### config.mk
export PLATFORM = sky130hd
export DESIGN_NAME = dram_chsel_norm
export DESIGN_NICKNAME = d
export VERILOG_FILES = /design/src/rtl/dcs_pkg.sv /design/src/rtl/dcs_route.sv /design/src/rtl/dcs_offset.sv /design/src/rtl/dcs_squeeze.sv /design/src/rtl/dram_chsel_norm.sv
export SDC_FILE = /design/constraint.sdc
export NUM_CORES = 1
export LEC_CHECK = 0
export BUFFER_PORTS_ARGS = -buffer_cell sky130_fd_sc_hd__buf_2
export CAP_MARGIN = 40
export CORE_MARGIN = 2
export CORE_UTILIZATION = 56
export CTS_CLUSTER_SIZE = 12
export DETAILED_ROUTE_END_ITERATION = 10
export GPL_ROUTABILITY_DRIVEN = 1
export GPL_TIMING_DRIVEN = 0
export PLACE_DENSITY = 0.82
export SYNTH_ARGS = -nofsm -noshare
export SYNTH_HDL_FRONTEND = slang
export SYNTH_HIERARCHICAL = 1
export SYNTH_SLANG_ARGS = --single-unit
### constraint.sdc
create_clock -name clk -period 6.65 [get_ports clk]
set_input_delay 0.9975 -clock clk [delete_from_list [all_inputs] [get_ports clk]]
set_output_delay 0.9975 -clock clk [all_outputs]
set_load 0.005 [all_outputs]
### src/rtl/dcs_pkg.sv
package dcs_pkg;

  // channel interleave modes; the encoding is decoded bitwise by the datapath
  typedef enum logic [1:0] {
    CIL_BIT6  = 2'd0,
    CIL_BITHI = 2'd1,
    CIL_HASH6 = 2'd2,
    CIL_HASH9 = 2'd3
  } cil_mode_e;

  // controller-select configuration bundle
  typedef struct packed {
    logic      hr_en;
    logic      hr_chan;
    logic      cil_en;
    logic      gang_en;
    cil_mode_e mode;
  } dcs_cfg_t;

  localparam int PAGE_LSB  = 12;  // node-interleave bits start here
  localparam int GIG4_BIT  = 32;  // first bit at or above 4 GiB
  localparam int SEL_SHIFT = 27;  // 128 MiB granule
  localparam int OFS_SHIFT = 26;  // 64 MiB granule
  localparam int HASH_LO   = 16;
  localparam int HASH_HI   = 20;

endpackage

### src/rtl/dcs_route.sv
module dcs_route
  import dcs_pkg::*;
#(
  parameter int AW  = 48,
  parameter int ILW = 2
) (
  input  logic [AW-1:0]           addr,
  input  logic [ILW-1:0]          ilog,
  input  dcs_cfg_t                cfg,
  input  logic [AW-SEL_SHIFT-1:0] sel_base,
  output logic                    hi_sel,
  output logic                    chan
);

  localparam int NCAND = 1 << ILW;

  logic [AW-1:0]    sel_base_b;
  logic [NCAND-1:0] node_bit;
  logic             hash_par;
  logic             hash_low;

  assign sel_base_b = {sel_base, {SEL_SHIFT{1'b0}}};

  // channel bit just above the node-interleave field, one per ilog value
  for (genvar k = 0; k < NCAND; k++) begin : g_nbit
    assign node_bit[k] = addr[PAGE_LSB + k];
  end

  assign hash_par = ^addr[HASH_HI:HASH_LO];
  assign hash_low = cfg.mode[0] ? addr[9] : addr[6];

  always_comb begin
    hi_sel = cfg.hr_en && !cfg.gang_en && (addr >= sel_base_b);
    if (cfg.gang_en) begin
      chan = addr[3];
    end else if (hi_sel) begin
      chan = cfg.hr_chan;
    end else if (cfg.cil_en && (cfg.mode == CIL_BIT6)) begin
      chan = addr[6];
    end else if (cfg.cil_en && cfg.mode[1]) begin
      chan = hash_par ^ hash_low;
    end else if (cfg.cil_en) begin
      chan = node_bit[ilog];
    end else if (cfg.hr_en) begin
      chan = !cfg.hr_chan;
    end else begin
      chan = 1'b0;
    end
  end

endmodule

### src/rtl/dcs_offset.sv
module dcs_offset
  import dcs_pkg::*;
#(
  parameter int AW = 48
) (
  input  logic [AW-1:0]           addr,
  input  logic                    hi_sel,
  input  logic [AW-1:0]           dram_base,
  input  logic [AW-1:0]           hole_base,
  input  logic [AW-1:0]           hole_ofs,
  input  logic                    hole_vld,
  input  logic [AW-SEL_SHIFT-1:0] sel_base,
  input  logic [AW-OFS_SHIFT-1:0] sel_ofs,
  output logic [AW-1:0]           ofs
);

  logic [AW-1:0] sel_base_b;
  logic [AW-1:0] sel_ofs_b;
  logic          above4g;
  logic          hoisted;

  assign sel_base_b = {sel_base, {SEL_SHIFT{1'b0}}};
  assign sel_ofs_b  = {sel_ofs, {OFS_SHIFT{1'b0}}};
  assign above4g    = |addr[AW-1:GIG4_BIT];
  assign hoisted    = hole_vld && above4g;

  always_comb begin
    if (hi_sel) begin
      ofs = (hoisted && (sel_base_b < hole_base)) ? hole_ofs : sel_ofs_b;
    end else begin
      ofs = hoisted ? hole_ofs : dram_base;
    end
  end

endmodule

### src/rtl/dcs_squeeze.sv
module dcs_squeeze
  import dcs_pkg::*;
#(
  parameter int AW  = 48,
  parameter int ILW = 2
) (
  input  logic [AW-1:0]  din,
  input  logic [ILW-1:0] ilog,
  input  logic           cil_on,
  input  cil_mode_e      mode,
  output logic [AW-1:0]  dout
);

  localparam int NCAND = 1 << ILW;

  function automatic logic [AW-1:0] drop_bit(input logic [AW-1:0] x, input int p);
    logic [AW-1:0] keep;
    keep = (AW'(1) << p) - AW'(1);
    return ((x >> (p + 1)) << p) | (x & keep);
  endfunction

  logic [AW-1:0] low_page;
  logic [AW-1:0] node_cand [NCAND];
  logic [AW-1:0] node_sq;
  logic [AW-1:0] drop6;
  logic [AW-1:0] drop9;
  logic [AW-1:0] drop12;

  assign low_page = {{(AW-PAGE_LSB){1'b0}}, din[PAGE_LSB-1:0]};

  // one candidate per possible node-interleave width
  for (genvar k = 0; k < NCAND; k++) begin : g_node
    assign node_cand[k] = ((din >> (PAGE_LSB + k)) << PAGE_LSB) | low_page;
  end

  assign node_sq = node_cand[ilog];
  assign drop6   = drop_bit(node_sq, 6);
  assign drop9   = drop_bit(node_sq, 9);
  assign drop12  = drop_bit(node_sq, PAGE_LSB);

  always_comb begin
    if (!cil_on) begin
      dout = node_sq;
    end else if (!mode[0]) begin
      dout = drop6;
    end else if (mode == CIL_BITHI) begin
      dout = drop12;
    end else begin
      dout = drop9;
    end
  end

endmodule

### src/rtl/dram_chsel_norm.sv
module dram_chsel_norm
  import dcs_pkg::*;
#(
  parameter int AW  = 48,
  parameter int ILW = 2
) (
  input  logic                    clk,
  input  logic                    rst_n,
  input  logic                    req_vld,
  input  logic [AW-1:0]           req_addr,
  input  logic [ILW-1:0]          node_ilog,
  input  logic [AW-1:0]           dram_base,
  input  logic [AW-1:0]           hole_base,
  input  logic [AW-1:0]           hole_ofs,
  input  logic                    hole_vld,
  input  logic                    hr_en,
  input  logic                    hr_chan,
  input  logic                    cil_en,
  input  logic                    gang_en,
  input  logic [1:0]              cil_mode,
  input  logic [AW-SEL_SHIFT-1:0] sel_base,
  input  logic [AW-OFS_SHIFT-1:0] sel_ofs,
  output logic                    rsp_vld,
  output logic                    rsp_chan,
  output logic [AW-1:0]           rsp_addr
);

  // ---------------- reset: asynchronous assert, synchronous release
  logic [1:0] rst_sync;
  logic       arst_n;

  always_ff @(posedge clk or negedge rst_n) begin
    if (!rst_n) rst_sync <= 2'b00;
    else        rst_sync <= {rst_sync[0], 1'b1};
  end
  assign arst_n = rst_sync[1];

  // ---------------- stage 1: route and offset choice
  dcs_cfg_t cfg;
  logic     hi_sel;
  logic     chan_d;
  logic [AW-1:0] ofs_d;

  assign cfg.hr_en   = hr_en;
  assign cfg.hr_chan = hr_chan;
  assign cfg.cil_en  = cil_en;
  assign cfg.gang_en = gang_en;
  assign cfg.mode    = cil_mode_e'(cil_mode);

  dcs_route #(.AW(AW), .ILW(ILW)) u_route (
    .addr     (req_addr),
    .ilog     (node_ilog),
    .cfg      (cfg),
    .sel_base (sel_base),
    .hi_sel   (hi_sel),
    .chan     (chan_d)
  );

  dcs_offset #(.AW(AW)) u_offset (
    .addr      (req_addr),
    .hi_sel    (hi_sel),
    .dram_base (dram_base),
    .hole_base (hole_base),
    .hole_ofs  (hole_ofs),
    .hole_vld  (hole_vld),
    .sel_base  (sel_base),
    .sel_ofs   (sel_ofs),
    .ofs       (ofs_d)
  );

  logic            s1_vld;
  logic            s1_chan;
  logic            s1_cil;
  cil_mode_e       s1_mode;
  logic [ILW-1:0]  s1_ilog;
  logic [AW-1:0]   s1_addr;
  logic [AW-1:0]   s1_ofs;
  logic            s1_cil_d;

  assign s1_cil_d = cil_en && !hi_sel && !gang_en;

  always_ff @(posedge clk or negedge arst_n) begin
    if (!arst_n) begin
      s1_vld  <= 1'b0;
      s1_chan <= 1'b0;
      s1_cil  <= 1'b0;
      s1_mode <= CIL_BIT6;
      s1_ilog <= '0;
      s1_addr <= '0;
      s1_ofs  <= '0;
    end else begin
      s1_vld <= req_vld;
      if (req_vld) begin
        s1_chan <= chan_d;
        s1_cil  <= s1_cil_d;
        s1_mode <= cfg.mode;
        s1_ilog <= node_ilog;
        s1_addr <= req_addr;
        s1_ofs  <= ofs_d;
      end
    end
  end

  // ---------------- stage 2: subtract and squeeze
  logic [AW-1:0] diff;
  logic [AW-1:0] norm_d;

  assign diff = s1_addr - s1_ofs;

  dcs_squeeze #(.AW(AW), .ILW(ILW)) u_squeeze (
    .din    (diff),
    .ilog   (s1_ilog),
    .cil_on (s1_cil),
    .mode   (s1_mode),
    .dout   (norm_d)
  );

  always_ff @(posedge clk or negedge arst_n) begin
    if (!arst_n) begin
      rsp_vld  <= 1'b0;
      rsp_chan <= 1'b0;
      rsp_addr <= '0;
    end else begin
      rsp_vld <= s1_vld;
      if (s1_vld) begin
        rsp_chan <= s1_chan;
        rsp_addr <= norm_d;
      end
    end
  end

endmodule

After elaboration in Yosys (flattened, before gate mapping)
Cells that the tools add are included.

word-level totals
  logic and storage cells = 58
  input port bits = 247
  memory bits (read-only) = 0
  memories = 0
  bits in registers = 155
  latch bits = 0
  memory bits (writable) = 0

operators by class
  bitwise operators = 9
  order comparisons = 4
  $add $sub $neg = 1
  shift operators = 0
  $mul = 0
  reduce and logical (&&, ||, !) cells = 14
  muxes and demuxes = 18
  equality and inequality tests = 1
  div/mod/pow operators = 0

operator list
  kind                                                                    count
  48-bit 2-to-1 mux                                                       6
  48-bit binary-select mux with 2-bit select                              1
  47-bit 2-to-1 mux                                                       2
  47-bit by 12-bit bitwise OR with 47-bit output                          2
  48-bit >= comparator                                                    1
  48-bit < comparator                                                     1
  48-bit by 12-bit bitwise OR with 48-bit output                          1
  48-bit subtractor                                                       1
  47-bit by 6-bit bitwise OR with 47-bit output                           1
  47-bit by 9-bit bitwise OR with 47-bit output                           1
  46-bit by 12-bit bitwise OR with 46-bit output                          1
  45-bit by 12-bit bitwise OR with 45-bit output                          1
  16-bit OR reduction                                                     1
  1-bit logical AND                                                       8
  1-bit 2-to-1 mux                                                        8
  5-bit parity                                                            1
  3-bit >= comparator (second input constant)                             1
  1-bit logical NOT                                                       3
  2-bit by 3-bit < comparator with 1-bit output (second input constant)   1
  2-bit inverter with 3-bit output                                        1
  1-bit binary-select mux with 2-bit select                               1
  2-bit by 1-bit equality test with 1-bit output (second input constant)  1
  2-bit logical NOT                                                       1
  1-bit XOR                                                               1

Logic depth before layout (Yosys ltp)
  depth after elaboration = 9
  gate-level depth with buffers = 16

Cells and area by module
The synthesis kept the hierarchy.

modules (own cells, without submodules)
  module           cells each  area an instance (um^2)  instances  sequential area each (um^2)
  dram_chsel_norm  827         8516.9                   1          3878.7
  dcs_offset       311         2072.0                   1          0.0
  dcs_squeeze      168         1616.6                   1          0.0
  dcs_route        117         852.1                    1          0.0

Least setup slack after synthesis
Ideal clock, no wire load.

  path kind = input to register
  start point = input sel_base[16]
  end point = register s1_ofs[47]
  data arrival time = 3458 ps
  path buffers = 3
  cell stages on the path = 13
  path slack = 3067 ps
  required time = 6525 ps
  cells stage by stage = inv_1 > ha_1 > and4_4 > and3_1 > nor4b_2 > o31a_1 > or3_1 > nor2b_1 > clkbuf_1 > clkbuf_1 > clkbuf_1 > a31oi_1 > mux2_2

between the ends
  elaborated cells between the ends (all ways) = 6

RTL lines
  item                  line                   RTL
  start, declared       dram_chsel_norm.sv:21  input logic [AW-SEL_SHIFT-1:0] sel_base,
  48-bit >= comparator  dcs_route.sv:33        hi_sel = cfg.hr_en && !cfg.gang_en && (addr >= sel_base_b);
  1-bit logical AND     dcs_route.sv:33
  named net hi_sel      dram_chsel_norm.sv:40  logic hi_sel;
  48-bit 2-to-1 mux     dcs_offset.sv:28       if (hi_sel) begin
  named net ofs_d[47]   dram_chsel_norm.sv:42  logic [AW-1:0] ofs_d;
  end signal, assigned  dram_chsel_norm.sv:99  s1_ofs <= ofs_d;
  end, declared         dram_chsel_norm.sv:77  logic [AW-1:0] s1_ofs;

The timed path passes the listed nets, and every way through them passes these cells.
A chain may end at the register's enable or synchronous reset.

Worst setup path in the final report
  start point = register s1_ofs[8]
  end point = register rsp_addr[43]

between the ends
  word-level cells in the longest chain between the ends = 9
  elaborated cells between the ends (all ways) = 14

ends and longest elaborated chain
  item                                                                                                             line                    RTL
  48-bit subtractor *                                                                                              dram_chsel_norm.sv:108  assign diff = s1_addr - s1_ofs;
  named net diff[45]                                                                                               dram_chsel_norm.sv:105  logic [AW-1:0] diff;
  47-bit by 12-bit bitwise OR with 47-bit output                                                                   dcs_squeeze.sv:33       assign node_cand[k] = ((din >> (PAGE_LSB + k)) << PAGE_LSB) | low_page;
  48-bit binary-select mux with 2-bit select *                                                                     dcs_squeeze.sv:36       assign node_sq = node_cand[ilog];
  48-bit 2-to-1 mux (not written as such) * (2 in a row)                                                           dcs_squeeze.sv:36
  47-bit by 9-bit bitwise OR with 47-bit output or 47-bit by 12-bit bitwise OR with 47-bit output (tied branches)  dcs_squeeze.sv:19       return ((x >> (p + 1)) << p) | (x & keep);
  47-bit 2-to-1 mux                                                                                                dcs_squeeze.sv:46       end else if (mode == CIL_BITHI) begin
  47-bit 2-to-1 mux                                                                                                dcs_squeeze.sv:44       end else if (!mode[0]) begin
  48-bit 2-to-1 mux *                                                                                              dcs_squeeze.sv:42       if (!cil_on) begin
  named net norm_d[43]                                                                                             dram_chsel_norm.sv:106  logic [AW-1:0] norm_d;
  end signal, assigned                                                                                             dram_chsel_norm.sv:127  rsp_addr <= norm_d;
  end, declared                                                                                                    dram_chsel_norm.sv:25   output logic [AW-1:0] rsp_addr

The timed path passes the listed nets; every way through them passes the cells marked *. The select of a mux whose other input is x is not followed.

==> flow_summary.toml <==
[clocking]
cts_resized = 0
insertion_delay_ps = 440
cts_root_buf = "clkbuf_16"
cts.sinks = 155
tritoncts = "done"
clock_path_buffers = 2
cts_inserted_buffers = 17
path_clk_slew_ps = 70
cts_hold_buffers = 0
htreeDepth = 4
cts_setup_buffers = 0

[sta]
finalHoldViolations = 0
final.setup.worst_slack_ps = 2310
fin_hold_ws_ps = 322
max_freq_mhz = 230
skew_ps = 11.1
slew-limit-headroom_pct = 51.9
slew_violations = 0
fin_crit_ps = 4340
fin_setup_tns_ps = 0
grt_setup_unrepaired = "false"
worst_pin_slew_ps = 722
setup_viol = 0
period_share_pct = 65.3

[synthesis]
synth_commonest_cells = "155 x dfrtp_1, 131 x mux2_2, 128 x nand2_1"
synth_top_area_share_pct = 29.7
synth_seq_cells = 155
yosysUniqueCellTypes = 90
synthArstFlopShare_pct = 100
syn-num-nets = 1762
syn_area_mm2 = 0.0131
syn_inst = 1423
yosysWarnings = 6
ys_top_cells_by_area = "dfrtp_1 30%, mux2_2 11%, ha_1 8.7%, mux2i_1 3.8%, nand2_1 3.7%"
synth_area_per_cell_um2 = 9.18
yosysMostFrequentCell = "dfrtp_1"
yosysTopAreaCell = "dfrtp_1"
ys_seq_area_share_pct = 29.7
synth_edf_count = 0
synth_top_flop_cell = "dfrtp_1"

[placement]
io_buffers = 296
place_ws_ps = 2110
place_congestion = 0.963
dp_hpwl_um = 33600

[grt]
grt_pass1_wl_um = 65400
grt_max_degree = 67
grt_pass1_vias = 12500
gr-usage-all-layers_pct = 34.1
grt_overflow = 0
antenna_found_initial = 10

[final_layout]
nFillCells = 1827
final_util_pct = 68.5
seq_area_mm2 = 0.00388
drive_gt1_share_pct = 32.6
area_delta_synth_final_pct = 19.6
multi_input_area_mm2 = 0.00815
nets = 2080

[setup_path]
slowest_delay_ps = 560
cp_num_cells = 14
crit_buf_inv = 1
r2r_end = "rsp_addr[43]"
cpLargestDelayFamily = "compound AO/OA/AOI/OAI gates"
arrival_ps = 4670
ff2ff_path_depth = 14
crit_required_ps = 6980
path_max_fanout = 6
slowest_stage = "a2111oi_0"
crit_chain = "inv_1, ha_1, a2111oi_0, o2bb2ai_1, o311ai_4, a211oi_2, o21ai_1, a31oi_1, o31ai_1, xor2_1, mux4_2, nand2_1, o221ai_1, mux2_2"
cp-startpoint = "s1_ofs[8]"
worstSetupStartpointType = "register"
worst-r2r-setup-slack_ps = 2310
endpoint_kind = "register"
r2r-start = "s1_ofs[8]"
crit_type = "register to register"
critPathCapture = "rsp_addr[43]"

[run]
maxCapViolations = 0

[detailed_routing]
num_vias = 12600
drt_iter0_markers = 907
dr.pass1.iters = 6
drcViolationCount = 0
routedWlPerCell_um = 20.0
wl_um = 41500
viasPerCell = 6.06
ant_nets = 0

[pwr]
power_mw = 4.36
powerDensity_mw_per_mm2 = 279
leakage_nw = 7.22
irDropWorstVdd_uv = 144

[die]
ios = 297
dieHeight_um = 157
die_w_um = 157
die_area_mm2 = 0.0246
placementRows = 55
start_util_pct = 57.3
core_area_mm2 = 0.0228

[min_path]
hp-class = "primary input to asynchronous set/reset pin"

[outcome]
outcome = "completed"
worst min-delay path by stage:
stage | startpoint | endpoint | slack (ps) | depth (start not counted)
after global placement | rst_sync[0] | rst_sync[1] | 340 | 0
after floorplan | rst_sync[0] | rst_sync[1] | 330 | 0
final | rst_n | rst_sync[1] | 320 | 1
after CTS | rst_n | rst_sync[1] | 320 | 1
after detailed placement | rst_sync[1] | rsp_addr[31] | 340 | 0
after global routing | rst_n | rst_sync[1] | 310 | 1
state kept, by name, summed over array words and instances, names as in the netlist:
register / cells
rsp_vld: 1
rst_sync: 2
s1_cil: 1
rsp_addr: 48
s1_ilog: 2
s1_mode: 2
s1_vld: 1
s1_addr: 48
s1_ofs: 48
rsp_chan: 1
s1_chan: 1
report_power, final:
part,internal (mW),switching [mW]
sequential,1.16,0.112
clock,0.506,0.478
combinational,0.946,1.17
total,2.61,1.76
cells by family after synthesis:
group	after synthesis	share of synthesized area [%]
and+or+nand+nor	331	12.9
other	1	0.0287
AOI/OAI and AO/OA	407	21.6
buffers and inverters	205	7.85
adders and majority gates	92	8.87
muxes	187	16.1
xor gates and xnor gates	45	3.02
DFF	155	29.7
routing by layer:
layer	vias to the layer above	share of wire, %	GRT usage, %
met5	-	0.12	0
met4	8	3.2	12.0
met3	107	7.0	7.26
met2	593	49	58.7
met1	5993	41	42.4
li1	5870	-	-
through the flow:
| stage | std cells | instance area [um^2] |
|---|---|---|
| 3_5_place_dp | 2035 | 15000 |
| 2_1_floorplan | 1423 | 13100 |
| 5_1_grt | 2069 | 15600 |
| 4_1_cts | 2067 | 15600 |
| 3_3_place_gp | 2032 | 14900 |
| 6_report | 2074 | 15600 |
cell usage in the layout, fill, tap and decap left out, drive strengths merged, types with 7 or more instances in the layout:
cell    netlist  layout
a221oi       27      27
nor4         18      18
xnor2        24      24
nor2b        32      32
xor2         21      21
diode         0       7
nor2         47      47
nand3        33      33
o22ai        55      55
clkbuf       43      60
nand2       131     131
o21bai       11      11
a31oi        28      28
a211oi       35      35
dfrtp       155     155
buf          53     352
mux2        131     131
a21o         34      34
mux2i        52      52
inv         109     117
nor3         11      11
ha           91      91
o21ai       107     107
o21a          8       8
a21oi        68      68
nand4        21      21
layout make-up:
class | instances | area share, %
clock buffer | 17 | 2.72
buffer | 96 | 3.94
multi-input combinational | 1063 | 52.2
sequential | 155 | 24.9
clock inverter | 15 | 1.09
inverter | 109 | 2.62
antenna | 7 | 0.112
timing repair buffer | 299 | 9.91
tap | 313 | 2.51
(Power assumes the default switching activity.)
